<file path="src/rtl/bcc_pkg.sv">
package bcc_pkg;
  typedef enum logic [1:0] {
    PH_IDLE = 2'd0,
    PH_ADDR = 2'd1,
    PH_DATA = 2'd2,
    PH_END  = 2'd3
  } phase_e;
endpackage

</file>
<file path="src/rtl/bcc_seq.sv">
module bcc_seq
  import bcc_pkg::*;
#(
  parameter int BEATS = 4,
  parameter int TW    = 8
) (
  input  logic          clk,
  input  logic          rst_n,
  input  logic          req_valid,
  input  logic          req_write,
  input  logic          req_io,
  input  logic          req_burst,
  input  logic          bus_ready,
  input  logic [TW-1:0] wait_limit,
  output phase_e        phase,
  output logic          cmd_write,
  output logic          cmd_io,
  output logic          accept,
  output logic          beat_ok,
  output logic          beat_tmo,
  output logic          next_beat,
  output logic          final_beat
);
  localparam int BCW = (BEATS > 1) ? $clog2(BEATS) : 1;

  phase_e         phase_q, phase_d;
  logic           write_q, io_q, burst_q;
  logic [BCW-1:0] beat_q, beat_d;
  logic           beat_en;
  logic [TW-1:0]  wcnt_q, wcnt_d;
  logic           wcnt_en;
  logic           in_end;

  always_comb begin
    in_end     = (phase_q == PH_END);
    accept     = (phase_q == PH_IDLE) && req_valid;
    beat_ok    = in_end && bus_ready;
    beat_tmo   = in_end && !bus_ready && (wait_limit != '0) &&
                 ((wcnt_q + TW'(1)) == wait_limit);
    next_beat  = beat_ok && burst_q && (beat_q != BCW'(BEATS - 1));
    final_beat = beat_tmo || (beat_ok && !next_beat);
  end

  always_comb begin
    phase_d = phase_q;
    case (phase_q)
      PH_IDLE: if (req_valid) phase_d = PH_ADDR;
      PH_ADDR: phase_d = PH_DATA;
      PH_DATA: phase_d = PH_END;
      PH_END: begin
        if (next_beat)                phase_d = PH_ADDR;
        else if (beat_ok || beat_tmo) phase_d = PH_IDLE;
      end
      default: phase_d = PH_IDLE;
    endcase
  end

  always_comb begin
    beat_en = accept || next_beat;
    beat_d  = accept ? '0 : beat_q + BCW'(1);
    wcnt_en = in_end;
    wcnt_d  = (beat_ok || beat_tmo) ? '0 : wcnt_q + TW'(1);
  end

  always_ff @(posedge clk or negedge rst_n) begin
    if (!rst_n) phase_q <= PH_IDLE;
    else        phase_q <= phase_d;
  end

  always_ff @(posedge clk or negedge rst_n) begin
    if (!rst_n) begin
      write_q <= 1'b0;
      io_q    <= 1'b0;
      burst_q <= 1'b0;
    end else if (accept) begin
      write_q <= req_write;
      io_q    <= req_io;
      burst_q <= req_burst && !req_write && !req_io;
    end
  end

  always_ff @(posedge clk or negedge rst_n) begin
    if (!rst_n)       beat_q <= '0;
    else if (beat_en) beat_q <= beat_d;
  end

  always_ff @(posedge clk or negedge rst_n) begin
    if (!rst_n)       wcnt_q <= '0;
    else if (wcnt_en) wcnt_q <= wcnt_d;
  end

  assign phase     = phase_q;
  assign cmd_write = write_q;
  assign cmd_io    = io_q;


  wait_bound_chk: assert property (@(posedge clk) disable iff (!rst_n)
    ((wait_limit != '0) && in_end) |-> (wcnt_q < wait_limit));


  stall_hold_chk: assert property (@(posedge clk) disable iff (!rst_n)
    (in_end && !bus_ready && (wait_limit == '0)) |=> (phase_q == PH_END));
endmodule

</file>
<file path="src/rtl/bcc_strb.sv">
module bcc_strb
  import bcc_pkg::*;
(
  input  logic   clk,
  input  logic   rst_n,
  input  phase_e phase,
  input  logic   cmd_write,
  input  logic   cmd_io,
  output logic   mem_rd,
  output logic   mem_wr,
  output logic   io_rd,
  output logic   io_wr,
  output logic   bus_oe
);
  logic active;

  always_comb begin
    active = (phase != PH_IDLE);
    mem_rd = active && !cmd_write && !cmd_io;
    mem_wr = active &&  cmd_write && !cmd_io;
    io_rd  = active && !cmd_write &&  cmd_io;
    io_wr  = active &&  cmd_write &&  cmd_io;
    bus_oe = cmd_write && ((phase == PH_DATA) || (phase == PH_END));
  end


  strobe_excl_chk: assert property (@(posedge clk) disable iff (!rst_n)
    $onehot0({mem_rd, mem_wr, io_rd, io_wr}));


  oe_no_read_chk: assert property (@(posedge clk) disable iff (!rst_n)
    bus_oe |-> (!mem_rd && !io_rd));


  oe_late_chk: assert property (@(posedge clk) disable iff (!rst_n)
    $rose(mem_wr || io_wr) |-> !bus_oe);
endmodule

</file>
<file path="src/rtl/bcc_dp.sv">
module bcc_dp #(
  parameter int AW = 32,
  parameter int DW = 32
) (
  input  logic          clk,
  input  logic          rst_n,
  input  logic          accept,
  input  logic          next_beat,
  input  logic          beat_ok,
  input  logic          beat_tmo,
  input  logic          final_beat,
  input  logic          busy,
  input  logic          cmd_write,
  input  logic [AW-1:0] req_addr,
  input  logic [DW-1:0] req_wdata,
  input  logic [DW-1:0] bus_din,
  input  logic          bus_ready,
  output logic [AW-1:0] bus_addr,
  output logic [DW-1:0] bus_dout,
  output logic          rsp_ack,
  output logic [DW-1:0] rsp_data,
  output logic          rsp_err,
  output logic          rsp_last
);
  localparam int STEP = DW / 8;

  logic [AW-1:0] addr_q, addr_d;
  logic          addr_en;
  logic [DW-1:0] wdata_q;
  logic [DW-1:0] rdata_q, rdata_d;
  logic          beat_end;
  logic          ack_q, err_q, last_q;

  always_comb begin
    beat_end = beat_ok || beat_tmo;
    addr_en  = accept || next_beat;
    addr_d   = accept ? req_addr : addr_q + AW'(STEP);
    rdata_d  = (beat_ok && !cmd_write) ? bus_din : '0;
  end

  always_ff @(posedge clk or negedge rst_n) begin
    if (!rst_n)       addr_q <= '0;
    else if (addr_en) addr_q <= addr_d;
  end

  always_ff @(posedge clk or negedge rst_n) begin
    if (!rst_n)      wdata_q <= '0;
    else if (accept) wdata_q <= req_wdata;
  end

  always_ff @(posedge clk or negedge rst_n) begin
    if (!rst_n)        rdata_q <= '0;
    else if (beat_end) rdata_q <= rdata_d;
  end

  always_ff @(posedge clk or negedge rst_n) begin
    if (!rst_n) begin
      ack_q  <= 1'b0;
      err_q  <= 1'b0;
      last_q <= 1'b0;
    end else begin
      ack_q  <= beat_end;
      err_q  <= beat_tmo;
      last_q <= final_beat;
    end
  end

  assign bus_addr = busy ? addr_q : '0;
  assign bus_dout = wdata_q;
  assign rsp_ack  = ack_q;
  assign rsp_data = rdata_q;
  assign rsp_err  = err_q;
  assign rsp_last = last_q;


  ack_pulse_chk: assert property (@(posedge clk) disable iff (!rst_n)
    rsp_ack |=> !rsp_ack);


  ack_ready_chk: assert property (@(posedge clk) disable iff (!rst_n)
    (rsp_ack && !rsp_err) |-> $past(bus_ready));
endmodule

</file>
<file path="src/rtl/bus_cycle_ctrl.sv">
module bus_cycle_ctrl
  import bcc_pkg::*;
#(
  parameter int AW    = 32,
  parameter int DW    = 32,
  parameter int TW    = 8,
  parameter int BEATS = 4
) (
  input  logic          clk,
  input  logic          rst_n,
  input  logic          req_valid,
  output logic          req_ready,
  input  logic [AW-1:0] req_addr,
  input  logic [DW-1:0] req_wdata,
  input  logic          req_write,
  input  logic          req_io,
  input  logic          req_burst,
  input  logic [TW-1:0] wait_limit,
  output logic          rsp_ack,
  output logic [DW-1:0] rsp_data,
  output logic          rsp_err,
  output logic          rsp_last,
  output logic [AW-1:0] bus_addr,
  output logic [DW-1:0] bus_dout,
  output logic          bus_oe,
  input  logic [DW-1:0] bus_din,
  input  logic          bus_ready,
  output logic          mem_rd,
  output logic          mem_wr,
  output logic          io_rd,
  output logic          io_wr
);
  phase_e phase;
  logic   cmd_write, cmd_io;
  logic   accept, beat_ok, beat_tmo, next_beat, final_beat;
  logic   busy;

  assign busy      = (phase != PH_IDLE);
  assign req_ready = !busy;

  bcc_seq #(.BEATS(BEATS), .TW(TW)) seq_i (
    .clk(clk), .rst_n(rst_n),
    .req_valid(req_valid), .req_write(req_write), .req_io(req_io),
    .req_burst(req_burst), .bus_ready(bus_ready), .wait_limit(wait_limit),
    .phase(phase), .cmd_write(cmd_write), .cmd_io(cmd_io),
    .accept(accept), .beat_ok(beat_ok), .beat_tmo(beat_tmo),
    .next_beat(next_beat), .final_beat(final_beat)
  );

  bcc_strb strb_i (
    .clk(clk), .rst_n(rst_n), .phase(phase),
    .cmd_write(cmd_write), .cmd_io(cmd_io),
    .mem_rd(mem_rd), .mem_wr(mem_wr), .io_rd(io_rd), .io_wr(io_wr),
    .bus_oe(bus_oe)
  );

  bcc_dp #(.AW(AW), .DW(DW)) dp_i (
    .clk(clk), .rst_n(rst_n),
    .accept(accept), .next_beat(next_beat), .beat_ok(beat_ok),
    .beat_tmo(beat_tmo), .final_beat(final_beat), .busy(busy),
    .cmd_write(cmd_write), .req_addr(req_addr), .req_wdata(req_wdata),
    .bus_din(bus_din), .bus_ready(bus_ready),
    .bus_addr(bus_addr), .bus_dout(bus_dout),
    .rsp_ack(rsp_ack), .rsp_data(rsp_data), .rsp_err(rsp_err),
    .rsp_last(rsp_last)
  );


  busy_block_chk: assert property (@(posedge clk) disable iff (!rst_n)
    (req_valid && !req_ready) |=> !(req_ready && rsp_ack && !rsp_last));


  tmo_end_chk: assert property (@(posedge clk) disable iff (!rst_n)
    (rsp_ack && rsp_err) |-> (rsp_last && req_ready));
endmodule

</file>
<file path="config.mk">
export PLATFORM = sky130hd
export DESIGN_NAME = bus_cycle_ctrl
export DESIGN_NICKNAME = d
export VERILOG_FILES = /design/src/rtl/bcc_pkg.sv /design/src/rtl/bcc_seq.sv /design/src/rtl/bcc_strb.sv /design/src/rtl/bcc_dp.sv /design/src/rtl/bus_cycle_ctrl.sv
export SDC_FILE = /design/constraint.sdc
export NUM_CORES = 1
export LEC_CHECK = 0
export BUFFER_PORTS_ARGS = -buffer_cell sky130_fd_sc_hd__buf_2
export CAP_MARGIN = 20
export CORE_UTILIZATION = 35
export CTS_CLUSTER_SIZE = 25
export DETAILED_ROUTE_END_ITERATION = 6
export PLACE_DENSITY = 0.72
export SYNTH_ARGS = -nofsm -noshare
export SYNTH_HDL_FRONTEND = slang
export SYNTH_SLANG_ARGS = --single-unit
</file>
<file path="constraint.sdc">
create_clock -name clk -period 2.2 [get_ports clk]
set_clock_uncertainty 0.15 [all_clocks]
set_input_delay 0 -clock clk [delete_from_list [all_inputs] [get_ports clk]]
set_output_delay 0 -clock clk [all_outputs]
set_load 0.05 [all_outputs]
</file>
**Word-level counts from Yosys, hierarchy flattened**

Index checks and enable logic that the tools add are counted.

- Reduce and logical (&&, ||, !) cells: 33
- $add $sub $neg: 3
- Equal/unequal tests: 7
- Mux-type cells: 9

Operators by type and width:

| cell | number |
|---|---|
| 32-bit two-way mux | 3 |
| 32-bit by 3-bit adder with 32-bit output, second input constant | 1 |
| 1-bit logical AND | 18 |
| 8-bit by 1-bit adder with 8-bit output, second input constant | 1 |
| 8-bit equality test | 1 |
| 2-bit two-way mux | 4 |
| 8-bit two-way mux | 1 |
| 2-bit case mux with 4 select lines | 1 |
| 8-bit nonzero test | 1 |
| 1-bit logical NOT | 7 |
| 2-bit equality test, second input constant | 2 |
| 1-bit logical OR | 4 |
| 2-bit != test, second input constant | 2 |
| 3-bit by 1-bit != test with 1-bit output, second input constant | 1 |
| 2-bit by 1-bit adder with 2-bit output, second input constant | 1 |
| 2-bit by 1-bit equality test with 1-bit output, second input constant | 1 |
| 2-bit logical NOT | 1 |
| 2-bit AND reduction | 1 |
| 2-bit nonzero test | 1 |

- Bits of input ports: 111
- Register bits: 114
- Output and inout bits: 105

**Logic depth before layout (Yosys ltp)**

Gate-level depths: netlist of the first run.

- Depth after elaboration: 8
- Depth in mapped cells: 8

**By module**

A second synthesis of the first run with hierarchy kept.

- Cell total of the unflattened synthesis: 545
- Area total of the unflattened synthesis: 5758.0 um2

Modules (own cells, without submodules):

| module | area each (um2) | instances | seq. area each (um2) | cells an instance |
|---|---|---|---|---|
| bcc_dp | 4450.5 | 1 | 2477.4 | 383 |
| bcc_seq | 1255.0 | 1 | 375.4 | 152 |
| bcc_strb | 42.5 | 1 | 0.0 | 8 |
| bus_cycle_ctrl | 10.0 | 1 | 0.0 | 2 |

**Worst setup path before layout of the first run**

Ideal clock, no wire load.

- Kind: flip-flop to output port
- Start: reg seq_i.phase_q[0], in the netlist seq_i.phase[0]
- End: out io_rd
- Arrival: 2.529 ns
- Stages on the path, launching flop included: 6
- Buffers on the path: 2
- Slack: -0.479 ns
- Path through: dfrtp_1 -> inv_1 -> ha_1 -> clkbuf_1 -> clkbuf_1 -> nor3b_1

- Longest elaborated chain between the ends: 3

RTL lines:

| what | line | text |
|---|---|---|
| start, declared | bcc_seq.sv:26 | `phase_e phase_q, phase_d;` |
| start signal, assigned | bcc_seq.sv:67 | `else phase_q <= phase_d;` |
| 2-bit nonzero test | bcc_strb.sv:18 | `active = (phase != PH_IDLE);` |
| 1-bit logical AND (2 in a row) | bcc_strb.sv:21 | `io_rd = active && !cmd_write && cmd_io;` |
| end, declared | bus_cycle_ctrl.sv:30 | `output logic io_rd,` |

No other way between the ends.

**Worst setup path after layout of the first run**

- Start: reg seq_i.wcnt_q[0]
- End: reg dp_i.rdata_q[24], in the netlist dp_i.rsp_data[24]

- Longest elaborated chain between the ends: 4

RTL lines:

| what | line | text |
|---|---|---|
| start, declared | bcc_seq.sv:30 | `logic [TW-1:0] wcnt_q, wcnt_d;` |
| start signal, assigned | bcc_seq.sv:89 | `else if (wcnt_en) wcnt_q <= wcnt_d;` |
| 8-bit by 1-bit adder with 8-bit output | bcc_seq.sv:39 | `((wcnt_q + TW'(1)) == wait_limit);` |
| 8-bit equality test | bcc_seq.sv:39 |  |
| 1-bit logical AND | bcc_seq.sv:38 | `beat_tmo = in_end && !bus_ready && (wait_limit != '0) &&` |
| 1-bit logical OR | bcc_dp.sv:35 | `beat_end = beat_ok \|\| beat_tmo;` |
| end signal, assigned | bcc_dp.sv:53 | `else if (beat_end) rdata_q <= rdata_d;` |
| end, declared | bcc_dp.sv:30 | `logic [DW-1:0] rdata_q, rdata_d;` |

No other way between the ends.
A chain may end at the register's enable or synchronous reset.

==> run metrics, run 1 <==
Critical path buffers and inverters=1; largest area contributor in the netlist=dfrtp_1; clock power share=0.183; nets=just under 1,000; Post-Synth Simple-Gate Area=0.156; overflow left after global routing=0; share of flip-flops with an asynchronous set or reset=1.00; Worst Path Arrival=2450 ps; Synth Area per Inst=around 11 µm²; Layout Utilization=0.589; Top Family by Delay on Critical Path=compound AO/OA/AOI/OAI gates; drt total wl=approximately 16,000 µm; Post-synth EDFFs=0; initial antenna violation count=1; crit path cell chain=ha_4 -> xnor2_2 -> xnor2_1 -> nand4_1 -> a211oi_4 -> a21oi_4 -> buf_12 -> a22o_1; switch share=0.497; largest net degree at the start of global routing=49; Crit Reg-Reg Startpoint=seq_i.wcnt_q[0]; Post-Synth XOR/XNOR Area=0.0634; Power Internal=~7.4 mW; ys flop type=dfrtp_1; Placer Congestion=around 0.82; via density per instance=roughly 4.7; Worst Setup EP=dp_i.rsp_data[24]; count of buffers inserted at the top-level ports=~220; leakage=4.25 nW; Clock Latency Late Sink=around 400 ps; first-pass GRT wire length=about 26,000 µm; top post-synthesis cells by count=114 x dfrtp_1, 48 x nor2_1, 38 x mux2_2; status=finished with violations; Max stage delay on crit path=roughly 450 ps; final setup vio count=approximately 40; # clock sinks=about 110; starting density of the core=0.361; Logic pwr share=0.561; CTS Buf Count=17; die height=around 130 µm; maximum operating frequency=about 440 MHz; critical path's slowest cell=dfrtp_2; vias in the first global route=between 5,000 and 6,000; max-slew violation count=0; synth unique cells=52; Ys Warns=0; Vias=just over 5,000; crit start category=register; Reg power frac=0.255; Antenna Nets Post-Route=0; width of the die=around 130 µm; Compound-Gate Fraction of Synth Area=0.130; TritonRoute pass-1 iters=4; PD cells=about 1600 mW/mm²; max_cap viols=0; most common cell in the netlist=dfrtp_1; Crit Path Class=reg2reg; share of layout cells above drive strength 1=0.435; DRC=0; hpwl dp=between 10,000 and 15,000 µm; crit path from=seq_i.wcnt_q[0]; required time of the critical path=approximately 2400 ps; Stages on worst setup path=8; Iter 0 DRT Violations=138; final cell count without fillers=approximately 1,100; Final period util=1.04; main area contributors after synthesis=dfrtp_1 52%, mux2_2 7.8%, a22o_1 5.1%; Crit Path Max Fanout=33; CTS tree=yes; Tot GR Track Use=0.205; r2r setup slk=-100 ps; Worst Tran Pin Value=491 ps; multiplexer area fraction after synthesis=0.0834; final std cell area, no fill=roughly 0.009 mm²; post-synthesis adder-cell area fraction=0.0136; R2R cell count=8; net switching power=between 7 and 8 mW; largest family of logic cells by synthesized area=simple AND/OR/NAND/NOR gates; worst vdd ir=just over 0.001 V; share of the synthesized area in the top cell type=0.518; Filler cells=1,272; Slew headroom=0.672; number of synthesized register bits=roughly 110; Rows=45; full die area=0.0162 mm²; Final WS setup=-98.1 ps; dpl cells=around 940; Area Growth Syn to Fin=63.1%; failing checks=negative setup slack; Root Driver=clkbuf_16; Hold Path Class=in2reg; Crit. End Element=register; Clk pin slew, worst setup/hold paths=60 ps; post-synthesis sequential area ratio=0.518; core box area=approximately 0.015 mm²; Post-Synthesis Cells=495; reg-to-reg endpoint=dp_i.rsp_data[24]; unrepaired setup endpoints after global routing=true; final hold viol count=0; post-synthesis cell area=about 0.0055 mm²; IO Count=between 200 and 250; Tmin final=2300 ps; syn_nets=612; Clock Path Buffers=2; WL/cell=15.1 µm; setup_tns=-3380 ps; placed inst area=0.00717 mm²; H-tree depth=4
-- worst min-delay path: stages --
cell	delay, ps
buf_2	140
nand4_1	160
a211oi_2	100
buf_4	130
buf_4	120
-- power by group through the flow --
stage | Clock (mW) | Combinational, mW | Sequential, mW
3_5_place_dp | 0 | 7.96 | 3.77
3_3_place_gp | 0 | 7.85 | 3.74
2_1_floorplan | 0 | 4.22 | 5.47
4_1_cts | 2.78 | 8.17 | 3.77
6_report | 2.71 | 8.31 | 3.78
5_1_grt | 2.87 | 8.79 | 3.92
-- routing by layer --
layer | up-vias | GRT usage | routed length [µm] | share of wire
met5 | - | 0 | 0 | 0
met4 | 0 | 0.0784 | 245 | 0.015
met3 | 22 | 0.0536 | 865 | 0.053
met2 | 173 | 0.357 | 8340 | 0.51
met1 | 2466 | 0.242 | 6820 | 0.42
li1 | 2466 | - | - | -
-- cells in the final DEF, fill, tap and decap left out, drive strengths merged, types with 2 or more instances in the layout --
master,netlist,routed
dfrtp,114,114
a22o,32,32
clkinvlp,0,6
nor4,5,5
o21ai,3,3
a31oi,3,3
mux2i,2,2
and4,4,4
inv,15,16
nand2,23,23
buf,11,262
nand4,9,9
ha,6,6
nor3b,4,4
o22ai,8,8
mux2,39,39
nor3,5,5
and3,7,7
bufinv,0,2
dlygate4sd3,0,106
clkbuf,17,21
a21oi,34,34
o21a,2,2
and2,2,2
nor2,48,48
xnor2,21,21
a211oi,4,4
nand3,14,14
nand2b,3,3
clkinv,0,3
nor2b,29,29
xor2,18,18
-- timing repair --
action / CTS / global route
hold endpoints to repair: 226 / 0
endpoints found under the setup margin: 78 / 85
setup buffers: 1 / 2
hold buffers: 107 / 0
pin swaps: 12 / 12
gates resized for setup: 9 / 20
gates cloned: 0 / 0
-- kinds of logic after synthesis --
| group | after synthesis |
|---|---|
| and+or+nand+nor | 160 |
| xor gates and xnor gates | 39 |
| muxes | 41 |
| DFF | 114 |
| AOI/OAI and AO/OA | 92 |
| adders and majority gates | 6 |
| buffers and inverters | 43 |
-- cell type report --
class	instances	area (µm²)	area share
flip-flops and latches	114	2860	0.318
multi-input cells	338	2610	0.291
repair buffers	369	2600	0.290
clock buffers	20	457	0.0508
well taps	211	264	0.0294
clock inverters	12	133	0.0148
inverters	15	56.3	0.00627
diodes	1	2.50	0.000279
-- how the worst min path moves through the flow --
stage | endpoint | from | depth (start not counted) | slack [ps]
floorplan | dp_i.addr_q[0] | rst_n | 0 | -450
global placement | dp_i.rsp_data[14] | rst_n | 1 | -180
detailed placement | dp_i.rsp_data[14] | rst_n | 1 | -180
CTS | dp_i.rsp_err | wait_limit[5] | 5 | 110
global route | dp_i.rsp_err | wait_limit[5] | 5 | 130
finish | dp_i.rsp_err | wait_limit[5] | 5 | 130
-- registers in the layout, summed over array words and instances, names as in the netlist --
name / cells
dp_i.rsp_last: 1
dp_i.bus_dout: 32
seq_i.wcnt_q: 8
dp_i.rsp_data: 32
dp_i.addr_q: 32
dp_i.rsp_ack: 1
seq_i.phase: 2
seq_i.cmd_io: 1
seq_i.cmd_write: 1
seq_i.burst_q: 1
dp_i.rsp_err: 1
seq_i.beat_q: 2
-- metrics by stage --
step,setup WS [ps],hold slack (ps),total power [mW]
6_report,-98.1,127,14.8
5_1_grt,-246,131,15.6
4_1_cts,-80.0,114,14.7
3_5_place_dp,-131,-182,11.7
3_3_place_gp,-73.6,-183,11.6
2_1_floorplan,-479,-446,9.70
No activity file was read; power rests on OpenSTA's default activity.
==> run 2: changes to the inputs <==
==> constraint.sdc (replaced) <==
create_clock -name clk -period 2.2 [get_ports clk]
set_clock_uncertainty 0.15 [all_clocks]
set_input_delay 0.11 -clock clk [delete_from_list [all_inputs] [get_ports clk]]
set_output_delay 0.11 -clock clk [all_outputs]
set_load 0.05 [all_outputs]
==> run 2 against run 1 <==
  * The flow still finishes with violations (negative setup slack)
  * Count of clock-buffer cells in the layout up 2
  * Combinational power down 1%
  * Sequential share of layout area increased by 0.48 points
  * Fmax increased by 1.2%
  * Core utilization shrank 0.87 points
  * Non-clock buffer count decreased by 8
  * Routed wire length is 3.1% lower
  * Cell area is 1.5% lower
  * Final cell count is 0.83% lower
  * Via count decreased by 1.3%
  * First-iteration DRC count is 13% higher
  * Critical path depth did not move
==> run metrics, run 2 (same netlist as run 1, synthesis figures left out) <==
hpwl dp=roughly 10,000 µm; Iter 0 DRT Violations=about 160; Top Usage Layer GRT=met2; Hold WS=about 160 ps; drt total wl=15,800 µm; Final WS setup=-71.2 ps; pre-CTS setup slack=-90.9 ps; Antenna Nets Post-Route=0; Vias=a little over 5,000; TritonRoute pass-1 iters=4; crit start category=register; maximum operating frequency=roughly 440 MHz; final hold viol count=0; Clock Latency Late Sink=410 ps; failing checks=negative setup slack; H-tree depth=4; Final period util=1.03; Root Driver=clkbuf_16; largest net degree at the start of global routing=72; full die area=about 0.016 mm²; max_cap viols=0; final cell count without fillers=between 1,000 and 1,500; die height=about 130 µm; final std cell area, no fill=0.00885 mm²; total power=around 15 mW; count of buffers inserted at the top-level ports=roughly 220; initial antenna violation count=0; IO Count=~220; Crit Path Class=reg2reg; reg-to-reg endpoint=dp_i.rsp_data[0]; met2 Resource Use GR=0.348; unrepaired setup endpoints after global routing=true; nets=just under 1,000; Logic pwr share=0.559; switch share=0.495; worst vdd ir=~0.0013 V; core box area=about 0.015 mm²; status=finished with violations; CTS Buf Count=17; Crit Reg-Reg Startpoint=seq_i.wcnt_q[0]; met3 Usage GRT=0.0436; max-slew violation count=0; setup_tns=-1630 ps; placed inst area=0.00715 mm²; Rows=45; clock power share=0.184; Area Growth Syn to Fin=60.7%; Power Internal=~7.4 mW; Tmin final=about 2300 ps; Reg power frac=0.257; overflow left after global routing=0; share of layout cells above drive strength 1=0.424; Layout Utilization=0.580; commonest non-fill, non-tap cell in the layout=buf_2; WL/cell=roughly 15 µm; DRC=0; Worst Path Arrival=about 2400 ps; Clock Path Buffers=2; CTS tree=yes; # clock sinks=114; commonest cells after routing, fill and taps aside=214 x buf_2, 111 x dfrtp_1, 103 x dlygate4sd3_1; first-pass GRT wire length=roughly 25,000 µm; Slew headroom=0.524; width of the die=between 100 and 150 µm; Crit. End Element=register; Worst Tran Pin Value=between 700 and 800 ps; leakage=roughly 4.2 nW; Placer Congestion=around 0.87; Crit Path Max Fanout=33; R2R cell count=8; r2r setup slk=-70 ps; required time of the critical path=between 2000 and 2500 ps; net switching power=~7.3 mW; Clk pin slew, worst setup/hold paths=roughly 60 ps; GR Util met1=0.233; final setup vio count=37; antenna cell count=0; Tot GR Track Use=0.200; vias in the first global route=5,139; PD cells=1650 mW/mm²; Hold Path Class=in2async; starting density of the core=0.361; dpl cells=slightly above 900; via density per instance=~4.7
[run 2: cell count changes in the layout (fill, tap and decap cells not counted), sizes merged]
cell         previous run  this run
diode                   1         0
clkinv                  3         5
clkinvlp                6         3
dlygate4sd3           106       103
buf                   262       258
clkbuf                 21        22
inv                    16        15
[run 2: worst max-delay path: stages, from the launching register on]
cell and delay (ps):
dfrtp_2 450, and4_1 240, a211oi_2 220, buf_4 150
a2111oi_4 50, a211oi_4 400, a21oi_4 60, buf_12 180
a22o_1 250
[run 2: worst max path at each step]
stage                          startpoint           endpoint  slack (ps)  cells after the start
after global routing      seq_i.wcnt_q[0]     seq_i.phase[0]        -180                      8
after CTS                 seq_i.wcnt_q[0]  dp_i.rsp_data[28]         -70                      8
after detailed placement  seq_i.wcnt_q[1]     seq_i.phase[1]         -90                      7
final                     seq_i.wcnt_q[0]   dp_i.rsp_data[0]         -70                      8
after global placement    seq_i.wcnt_q[1]     seq_i.phase[1]         -40                      7
after floorplan            seq_i.phase[0]       bus_addr[29]        -150                      5
[run 2: power groups by stage]
stage	Sequential [mW]	Combinational, mW	Clock [mW]
after global routing	3.90	8.67	2.84
after floorplan	5.48	4.20	0
after CTS	3.74	8.12	2.75
after global placement	3.73	7.81	0
after detailed placement	3.75	7.90	0
final	3.76	8.19	2.70
[run 2: layer usage]
layer  routed length, µm  vias to the layer above
met1                6590                     2430
li1                    -                     2443
met5                   0                        -
met3                 740                       36
met2                8030                      153
met4                 412                        0
[run 2: layout make-up]
class	instances	area, µm²
fillers	1270	6410
flip-flops and latches	114	2860
multi-input cells	338	2580
repair buffers	361	2510
clock buffers	22	474
well taps	211	264
clock inverters	10	108
inverters	15	56.3
[run 2: what timing repair did]
item,CTS,global route
buffers inserted,0,2
resized for setup,7,9
endpoints found under the hold margin,150,0
hold buffers,103,0
setup endpoints to repair,64,45
pin swaps,11,5
==> run 3: changes to the inputs <==
MAX_ROUTING_LAYER = met4   (was default)
==> run 3 against run 2 <==
  * The flow still finishes with violations (negative setup slack)
  * Fmax is essentially flat
  * Final cell count did not move
  * Total power hardly changed
  * Die area unchanged
  * Hold slack better by 1.4 ps
  * Sequential share of layout area stayed put
  * Sequential power barely moved
  * Via count is 0.59% higher
  * Core utilization unchanged
  * Cell area unchanged
  * First-iteration DRC count increased by 26%
  * Routed wire length rose by 0.20%
  * Critical path type unchanged
  * Largest cell class unchanged
==> run metrics, run 3 (same netlist as run 1, synthesis figures left out) <==
status=finished with violations; failing checks=negative setup slack; core box area=0.0153 mm²; WL/cell=around 15 µm; critical path's slowest cell=dfrtp_2; Area Growth Syn to Fin=60.7%; dpl cells=a little over 900; final setup vio count=37; hpwl dp=slightly above 10,000 µm; width of the die=between 100 and 150 µm; Worst Tran Pin Value=~710 ps; H-tree depth=4; starting density of the core=0.361; count of buffers inserted at the top-level ports=215; reg-to-reg endpoint=dp_i.rsp_data[0]; share of layout cells above drive strength 1=0.424; Clk pin slew, worst setup/hold paths=approximately 60 ps; Vias=around 5,100; Iter 0 DRT Violations=196; final cell count without fillers=between 1,000 and 1,500; clock power share=0.184; met2 Resource Use GR=0.349; Slew headroom=0.524; Clock Path Buffers=2; unrepaired setup endpoints after global routing=true; DRC=0; Final WS setup=-71.1 ps; overflow left after global routing=0; Reg power frac=0.257; pre-CTS setup slack=-90.9 ps; Tot GR Track Use=0.207; Rows=between 40 and 50; IO Count=216; TritonRoute pass-1 iters=4; crit start category=register; Worst Path Arrival=about 2400 ps; Crit. End Element=register; setup_tns=-1640 ps; full die area=0.0162 mm²; max-slew violation count=0; CTS tree=yes; GR Util met1=0.237; Hold WS=approximately 160 ps; r2r setup slk=-70 ps; Clock Latency Late Sink=~400 ps; final hold viol count=0; nets=964; crit path cell chain=and4_1 -> a211oi_2 -> buf_4 -> a2111oi_4 -> a211oi_4 -> a21oi_4 -> buf_12 -> a22o_1; vias in the first global route=a little over 5,000; die height=between 100 and 150 µm; commonest cells after routing, fill and taps aside=214 x buf_2, 111 x dfrtp_1, 103 x dlygate4sd3_1; switch share=0.495; Placer Congestion=slightly below 0.9; Logic pwr share=0.559; largest net degree at the start of global routing=just over 70; max_cap viols=0; via density per instance=4.75; commonest non-fill, non-tap cell in the layout=buf_2; Hold Path Class=in2async; drt total wl=about 16,000 µm; net switching power=approximately 7.3 mW; Final period util=1.03; PD cells=between 1500 and 2000 mW/mm²; final std cell area, no fill=0.00885 mm²; worst vdd ir=~0.0013 V; Max stage delay on crit path=between 400 and 500 ps; leakage=~4.2 nW; Crit Path Max Fanout=33; first-pass GRT wire length=25,100 µm; Power Internal=between 7 and 8 mW; Crit Path Class=reg2reg; R2R cell count=8; Crit Reg-Reg Startpoint=seq_i.wcnt_q[0]; initial antenna violation count=0; met3 Usage GRT=0.0394; Reg area=between 0.002 and 0.003 mm²; Top Usage Layer GRT=met2; maximum operating frequency=approximately 440 MHz; Root Driver=clkbuf_16; CTS Buf Count=17; Antenna Nets Post-Route=0; placed inst area=between 0.007 and 0.008 mm²; combined area of the multi-input logic cells=roughly 0.0026 mm²; # clock sinks=about 110; Filler cells=1,270; required time of the critical path=approximately 2300 ps; antenna cell count=0; Tmin final=about 2300 ps
-- run 3: cell counts in the layout (fill, tap and decap cells not counted) --
No cell type changed its count.
-- run 3: final cells by class --
type                            count  share of cell area
Sequential cell                   114               0.323
Multi-Input combinational cell    338               0.292
Timing Repair Buffer              361               0.284
Clock buffer                       22              0.0536
Tap cell                          211              0.0298
Clock inverter                     10              0.0122
Inverter                           15             0.00636
-- run 3: worst max-delay path: cells and delay by family, from the launching register on --
| kind | cells | cell delay (ps) |
|---|---|---|
| AND/OR/NAND/NOR | 1 | 240 |
| AO/OA/AOI/OAI | 5 | 980 |
| flip-flops | 1 | 450 |
| buffers and inverters | 2 | 330 |
-- run 3: worst max path at each step --
stage	slack, ps	endpoint	startpoint	cells after the start
2_1_floorplan	-150	bus_addr[29]	seq_i.phase[0]	5
3_3_place_gp	-40	seq_i.phase[1]	seq_i.wcnt_q[1]	7
3_5_place_dp	-90	seq_i.phase[1]	seq_i.wcnt_q[1]	7
4_1_cts	-70	dp_i.rsp_data[28]	seq_i.wcnt_q[0]	8
5_1_grt	-180	seq_i.phase[0]	seq_i.wcnt_q[0]	8
6_report	-70	dp_i.rsp_data[0]	seq_i.wcnt_q[0]	8
-- run 3: repair_timing --
item | 4_1_cts | 5_1_grt
gates cloned | 0 | 0
pin swaps | 11 | 5
setup endpoints to repair | 64 | 45
endpoints found under the hold margin | 150 | 0
buffers inserted | 0 | 2
hold buffers | 103 | 0
resized for setup | 7 | 9
-- run 3: per-stage QoR --
step,power (mW),util
CTS,14.6,0.577
floorplan,9.68,-
finish,14.7,0.580
detailed placement,11.6,0.468
global placement,11.5,0.467
global route,15.4,0.580
-- run 3: per-layer routing --
metal | share of wire | up-vias
li1 | - | 2443
met1 | 0.42 | 2450
met2 | 0.51 | 162
met3 | 0.039 | 37
met4 | 0.026 | 0
met5 | 0 | -
-- run 3: power by group through the flow --
stage	Combinational, mW	Sequential [mW]	Clock [mW]
2_1_floorplan	4.20	5.48	0
3_3_place_gp	7.81	3.73	0
3_5_place_dp	7.90	3.75	0
4_1_cts	8.12	3.74	2.75
5_1_grt	8.67	3.90	2.84
6_report	8.19	3.76	2.70
